$ cat config.mk
export PLATFORM = sky130hd
export DESIGN_NAME = rob_empty_notify
export DESIGN_NICKNAME = d
export VERILOG_FILES = /design/src/rtl/rob_empty_pkg.sv /design/src/rtl/rob_empty_init.sv /design/src/rtl/rob_empty_thread.sv /design/src/rtl/rob_empty_notify.sv
export SDC_FILE = /design/constraint.sdc
export NUM_CORES = 1
export LEC_CHECK = 0
export CELL_PAD_IN_SITES_DETAIL_PLACEMENT = 1
export CELL_PAD_IN_SITES_GLOBAL_PLACEMENT = 1
export CORE_ASPECT_RATIO = 2
export CORE_MARGIN = 4
export CORE_UTILIZATION = 31
export DETAILED_ROUTE_END_ITERATION = 8
export PLACE_DENSITY_LB_ADDON = 0.1
export SYNTH_ARGS = -nofsm -noshare
export SYNTH_HDL_FRONTEND = slang
export SYNTH_HIERARCHICAL = 1
export SYNTH_SLANG_ARGS = --single-unit
$ cat constraint.sdc
create_clock -name clk -period 3.1 [get_ports clk]
set_clock_uncertainty 0.1 [all_clocks]
set_input_delay 0.465 -clock clk [delete_from_list [all_inputs] [get_ports clk]]
set_output_delay 0.465 -clock clk [all_outputs]
set_load 0.02 [all_outputs]
$ cat src/rtl/rob_empty_pkg.sv
package rob_empty_pkg;
  function automatic int cnt_bits(input int depth);
    return $clog2(depth + 1);
  endfunction
endpackage

$ cat src/rtl/rob_empty_init.sv
module rob_empty_init (
  input  logic clk,
  input  logic rst_n,
  output logic init_o
);
  logic first_q;

  always_ff @(posedge clk) begin
    if (!rst_n) first_q <= 1'b1;
    else        first_q <= 1'b0;
  end

  assign init_o = first_q;


  init_once_chk: assert property (@(posedge clk) disable iff (!rst_n)
    !init_o |=> !init_o);
endmodule

$ cat src/rtl/rob_empty_thread.sv
module rob_empty_thread #(
  parameter int CNT_W = 6
) (
  input  logic             clk,
  input  logic             rst_n,
  input  logic             init_i,
  input  logic             rob_empty_i,
  input  logic             stores_pending_i,
  input  logic             store_retired_i,
  input  logic             squash_done_i,
  input  logic             rob_update_i,
  input  logic [CNT_W-1:0] free_cnt_i,
  output logic             send_o,
  output logic             used_o,
  output logic             empty_o,
  output logic [CNT_W-1:0] free_cnt_o
);
  logic pend_q;
  logic store_now;
  logic event_now;
  logic armed;
  logic report;

  // per-cycle store flag: cleared every cycle, set by a retiring store
  assign store_now = store_retired_i;
  assign event_now = squash_done_i | rob_update_i;
  assign armed     = pend_q | (event_now & rob_empty_i);
  assign report    = armed & rob_empty_i & ~stores_pending_i & ~store_now;
  assign send_o    = event_now | report | init_i;

  always_ff @(posedge clk) begin
    if (!rst_n) begin
      pend_q     <= 1'b0;
      used_o     <= 1'b0;
      empty_o    <= 1'b0;
      free_cnt_o <= '0;
    end else begin
      pend_q  <= armed & ~report;
      used_o  <= send_o;
      empty_o <= report | init_i;
      if (send_o) free_cnt_o <= free_cnt_i;
    end
  end


  empty_cond_chk: assert property (@(posedge clk) disable iff (!rst_n)
    empty_o |-> $past(init_i || (rob_empty_i && !stores_pending_i && !store_retired_i)));


  store_block_chk: assert property (@(posedge clk) disable iff (!rst_n)
    (store_retired_i && !init_i) |=> !empty_o);


  disarm_chk: assert property (@(posedge clk) disable iff (!rst_n)
    (empty_o && !$past(init_i)) |-> !pend_q);


  empty_used_chk: assert property (@(posedge clk) disable iff (!rst_n)
    empty_o |-> used_o);


  hold_cnt_chk: assert property (@(posedge clk) disable iff (!rst_n)
    !used_o |-> $stable(free_cnt_o));
endmodule

$ cat src/rtl/rob_empty_notify.sv
module rob_empty_notify #(
  parameter int NUM_THR   = 4,
  parameter int ROB_DEPTH = 32,
  parameter int CNT_W     = rob_empty_pkg::cnt_bits(ROB_DEPTH)
) (
  input  logic                     clk,
  input  logic                     rst_n,
  input  logic [NUM_THR-1:0]       rob_empty_i,
  input  logic                     stores_pending_i,
  input  logic [NUM_THR-1:0]       store_retired_i,
  input  logic [NUM_THR-1:0]       squash_done_i,
  input  logic [NUM_THR-1:0]       rob_update_i,
  input  logic [NUM_THR*CNT_W-1:0] free_cnt_i,
  output logic [NUM_THR-1:0]       used_rob_o,
  output logic [NUM_THR-1:0]       empty_rob_o,
  output logic [NUM_THR*CNT_W-1:0] free_cnt_o,
  output logic                     wrote_o
);
  logic               init;
  logic [NUM_THR-1:0] send;
  logic               wrote_q;

  rob_empty_init u_init (
    .clk    (clk),
    .rst_n  (rst_n),
    .init_o (init)
  );

  for (genvar t = 0; t < NUM_THR; t++) begin : g_thr
    rob_empty_thread #(.CNT_W(CNT_W)) u_thr (
      .clk              (clk),
      .rst_n            (rst_n),
      .init_i           (init),
      .rob_empty_i      (rob_empty_i[t]),
      .stores_pending_i (stores_pending_i),
      .store_retired_i  (store_retired_i[t]),
      .squash_done_i    (squash_done_i[t]),
      .rob_update_i     (rob_update_i[t]),
      .free_cnt_i       (free_cnt_i[t*CNT_W +: CNT_W]),
      .send_o           (send[t]),
      .used_o           (used_rob_o[t]),
      .empty_o          (empty_rob_o[t]),
      .free_cnt_o       (free_cnt_o[t*CNT_W +: CNT_W])
    );
  end

  always_ff @(posedge clk) begin
    if (!rst_n) wrote_q <= 1'b0;
    else        wrote_q <= |send;
  end

  assign wrote_o = wrote_q;


  wrote_match_chk: assert property (@(posedge clk) disable iff (!rst_n)
    wrote_o == (|used_rob_o));


  reset_quiet_chk: assert property (@(posedge clk)
    !rst_n |=> (used_rob_o == '0 && empty_rob_o == '0 && !wrote_o));
endmodule

# Word level (Yosys, flattened, before mapping)
# Cells that the tools add are included.
# totals
regBits,38
output_inout_bits,33
# classes
muxes,1
n_bitwise,49
n_reduce_logical,1
# ops
op,n
bitwise AND 1 bit,20
bitwise OR 1 bit,20
NOT 1 bit,9
OR reduction 4 bit,1
2-to-1 mux 1 bit,1

# Depth between registers and ports, before layout
# depth
ltp_word,9
mapped_depth,4

# Modules after synthesis
# The synthesis kept the hierarchy.
# by_module_without_submodules
module,area_per_inst_um2,cells_per_inst,n_inst
rob_empty_thread,380.4,37,4
rob_empty_notify,31.3,2,1
rob_empty_init,23.8,2,1

# Least setup slack after synthesis
# No wires, ideal clock.
# synth_path
path_kind,input to register
from,input port rob_empty_i[1]
to,register wrote_q (netlist: wrote_o)
setup_slack_ns,1.168
arrival_time_ns,1.707
n_path_buf,0
cell_stages,4
cell_sequence,nor3b_4 > a2111oi_4 > inv_1 > o41a_1
# synth_between
elab_chain_cells,8
# synth_lines
item,line_no,source
start: declaration,rob_empty_notify.sv:8,"input logic [NUM_THR-1:0] rob_empty_i,"
bitwise AND 1 bit,rob_empty_thread.sv:27,assign armed = pend_q | (event_now & rob_empty_i);
bitwise OR 1 bit,rob_empty_thread.sv:27,
bitwise AND 1 bit * (3 in series),rob_empty_thread.sv:28,assign report = armed & rob_empty_i & ~stores_pending_i & ~store_now;
bitwise OR 1 bit * (2 in series),rob_empty_thread.sv:29,assign send_o = event_now | report | init_i;
via send[1],rob_empty_notify.sv:20,logic [NUM_THR-1:0] send;
OR reduction 4 bit *,rob_empty_notify.sv:49,else wrote_q <= |send;
end signal: assignment,rob_empty_notify.sv:49,
end: declaration,rob_empty_notify.sv:21,logic wrote_q;
# Mark *: on every way through the listed nets, which the timed path passes. The rest lies on a longest branch.
# A chain may end at the register's enable or synchronous reset.

# Worst setup path in the final report
# layout_path
from,input port stores_pending_i
to,register wrote_q (netlist: wrote_o)
# layout_between
elab_chain_cells,6
elab_cells_between_ends,18
classes_between,bitwise (17); reduce/logical (1)
# layout_lines
item,line_no,source
start: declaration,rob_empty_notify.sv:9,"input logic stores_pending_i,"
NOT 1 bit,rob_empty_thread.sv:28,
bitwise AND 1 bit (2 in series),rob_empty_thread.sv:28,
bitwise OR 1 bit (2 in series),rob_empty_thread.sv:29,
via send[1],rob_empty_notify.sv:20,
OR reduction 4 bit,rob_empty_notify.sv:49,
# The timed path passes the listed nets, and every way through them passes these cells.

==> results.json <==
{
  "run_status": "finished clean",
  "reg2reg_setup_slack_ns": 1.53,
  "drcViolationCount": 0,
  "port_buffers": 75,
  "maxCapViolCount": 0,
  "area.growth.synth_to_final_pct": 58.57,
  "start_util_pct": 32.11,
  "wire_length_of_the_first_global_routing_pass_mm": 7.217,
  "finalWeightedCongestion": 0.7301,
  "groute.usage.overall_pct": 14.92,
  "pwr_density_cell_nw_per_um2": 450.1,
  "cts_hold_buffers": 0,
  "layout-drive-gt1-share_pct": 8.511,
  "tritoncts": "built",
  "crit_required_ns": 3.17,
  "globalRouteOverflowTotal": 0,
  "detail_route.wirelength_mm": 4.410,
  "design.core.area_um2": 4910,
  "ctsHtreeMaxLevel": 2,
  "clock_latency_ns": 0.29,
  "count_of_cells_resized_by_post_cts_repair": 0,
  "drt-pass1-iter-count": 3,
  "min-delay-path-class": "flip-flop to flip-flop",
  "cts-buffers-inserted": 5,
  "worst_slew_margin_pct": 34.47,
  "avgSynthCellArea_um2": 10.37,
  "clock-root-buffer": "sky130_fd_sc_hd__clkbuf_8",
  "r2r_end": "wrote_o",
  "initial_antenna_violation_count": 0,
  "die-width_um": 58.43,
  "dieHeight_um": 108.9,
  "detailroute.via_count": 1375,
  "nNetsFinal": 277,
  "rows": 36,
  "clock_tree.buffer_depth": 2,
  "leakage_nw": 0.9167,
  "critPathMaxFanout": 4,
  "drtAntennaViolNets": 0,
  "crit_end_element": "flip-flop",
  "io-pin-count": 76,
  "leading_post_synthesis_cells_by_cell_area": "sky130_fd_sc_hd__dfxtp_1 (48%), sky130_fd_sc_hd__mux2i_1 (15%), sky130_fd_sc_hd__nand2_1 (11%)",
  "total_power_consumption_mw": 1.125,
  "fin_crit_sh_pct": 67.88,
  "postSynthCellCount": 152,
  "maxClockFrequency_mhz": 475.3,
  "first_global_vias": 1555,
  "clk_pin_slew_ns": 0.07,
  "cp-endpoint": "wrote_o",
  "synthesis.area_um2": 1577,
  "tightest_slew_ns": 0.9830,
  "maxSlewViolCount": 0,
  "hold_violation_count_in_the_final_report": 0,
  "vias_per_cell": 4.709,
  "num_antenna_cells": 0,
  "post_drt_wl_per_cell_um": 15.10,
  "grt_max_degree": 63,
  "timing.reg2reg.worst_path_depth": 3,
  "yosys_register_bits": 38,
  "cts.sinks": 38,
  "critPathArrivalTime_ns": 2.18,
  "rsz_0062_raised_after_global_routing": "false",
  "drt_iter0_markers": 19,
  "dieArea_um2": 6360,
  "synth-seq-area-share_pct": 48.25,
  "post-synth-top-area-fraction_pct": 48.25,
  "synth_top_area_cell": "sky130_fd_sc_hd__dfxtp_1",
  "worst_setup_path_startpoint": "stores_pending_i",
  "rr_startpoint": "u_init/init_o",
  "setup_viol_count_final": 0,
  "synthesized_netlist_net_count": 195,
  "yosysWarnings": 6,
  "critical_path.startpoint_type": "input port",
  "postCtsSetupRepairBufs": 0,
  "place_hpwl_mm": 3.463,
  "final.setup.tns_ns": 0,
  "period_needed_ns": 2.104,
  "crit_type": "input port to flip-flop",
  "count_of_cell_types_in_the_netlist": 13,
  "ir_drop_mv": 0.2792
}
[worst max-delay path, stage by stage]
cell and delay, ns:
sky130_fd_sc_hd__clkdlybuf4s50_1 0.74, sky130_fd_sc_hd__nor3b_4 0.11, sky130_fd_sc_hd__a2111oi_4 0.38, sky130_fd_sc_hd__inv_1 0.07, sky130_fd_sc_hd__o41a_1 0.41
[cells in the mapped netlist, drive strengths merged]
cell and instances:
nor3b 8, o21a 8, clkbuf 4, nor2b 4, inv 5, nor2 4, dfxtp 38, o31a 4
mux2i 24, o41a 1, nand2 48, a2111oi 4
[layer usage]
| metal | GRT usage (%) | vias to the layer above | part of all wire [%] |
|---|---|---|---|
| met3 | 3.318 | 8 | 6.1 |
| met2 | 28.32 | 51 | 57 |
| met1 | 14.77 | 640 | 34 |
| met4 | 6.468 | 0 | 2.2 |
| li1 | - | 676 | - |
| met5 | 0 | - | 0 |
[worst min path at each step]
stage / startpoint / to / slack (ns) / cells after the start
finish: g_thr[1].u_thr/free_cnt_o[4] / g_thr[1].u_thr/free_cnt_o[4] / 0.36 / 2
CTS: g_thr[1].u_thr/free_cnt_o[3] / g_thr[1].u_thr/free_cnt_o[3] / 0.37 / 2
detailed placement: g_thr[1].u_thr/free_cnt_o[3] / g_thr[1].u_thr/free_cnt_o[3] / 0.36 / 2
global placement: g_thr[0].u_thr/free_cnt_o[0] / g_thr[0].u_thr/free_cnt_o[0] / 0.34 / 2
global route: g_thr[1].u_thr/free_cnt_o[3] / g_thr[1].u_thr/free_cnt_o[3] / 0.39 / 2
floorplan: g_thr[0].u_thr/pend_q / g_thr[0].u_thr/pend_q / 0.42 / 2
[final cells by class]
class	count	area, um2
Timing Repair Buffer	79	775.7
Clock inverter	1	5.005
Clock buffer	7	86.33
Inverter	5	18.77
Tap cell	57	71.32
Multi-Input combinational cell	105	782.0
Fill cell	562	2410
Sequential cell	38	760.7
[cells in the final DEF (no fill, tap or decap)]
master,count
sky130_fd_sc_hd__dfxtp_1,38
sky130_fd_sc_hd__nor3b_4,4
sky130_fd_sc_hd__o41a_1,1
sky130_fd_sc_hd__mux2i_1,24
sky130_fd_sc_hd__nor3b_1,4
sky130_fd_sc_hd__clkbuf_8,6
sky130_fd_sc_hd__nor2_1,4
sky130_fd_sc_hd__nand2_1,48
sky130_fd_sc_hd__nor2b_1,4
sky130_fd_sc_hd__o21a_1,8
sky130_fd_sc_hd__o31a_1,4
sky130_fd_sc_hd__a2111oi_4,4
sky130_fd_sc_hd__buf_4,4
sky130_fd_sc_hd__clkdlybuf4s50_1,74
sky130_fd_sc_hd__inv_1,5
sky130_fd_sc_hd__clkbuf_1,1
sky130_fd_sc_hd__buf_2,1
sky130_fd_sc_hd__clkinv_2,1
[metrics by stage]
step	area, um2	setup WS (ns)	hold WS (ns)	utilization, %	std cells
6_report	2500	0.9959	0.3635	50.92	292
3_3_place_gp	2409	0.7003	0.3442	49.06	284
3_5_place_dp	2409	0.6518	0.3588	49.06	284
5_1_grt	2500	0.8968	0.3885	50.92	292
2_1_floorplan	1577	1.168	0.4177	-	152
4_1_cts	2500	0.9629	0.3693	50.92	292
[sequential cells by signal, indices dropped and copies added, names as in the netlist]
register and count:
g_thr.u_thr/free_cnt_o 24, g_thr.u_thr/empty_o 4, u_init/init_o 1, g_thr.u_thr/used_o 4, wrote_o 1, g_thr.u_thr/pend_q 4
[logic make-up after synthesis]
family | Yosys count | synth area share (%)
and+or+nand+nor | 64 | 20.63
DFF | 38 | 48.25
muxes | 24 | 15.24
AOI/OAI and AO/OA | 17 | 13.73
buffers and inverters | 9 | 2.143
[power breakdown]
group	leakage (nW)	internal, mW	switching (mW)
sequential	0.317	0.521	0.0211
clock	0.0482	0.179	0.172
combinational	0.551	0.128	0.103
total	0.917	0.828	0.297
No activity file was read; power rests on OpenSTA's default activity.
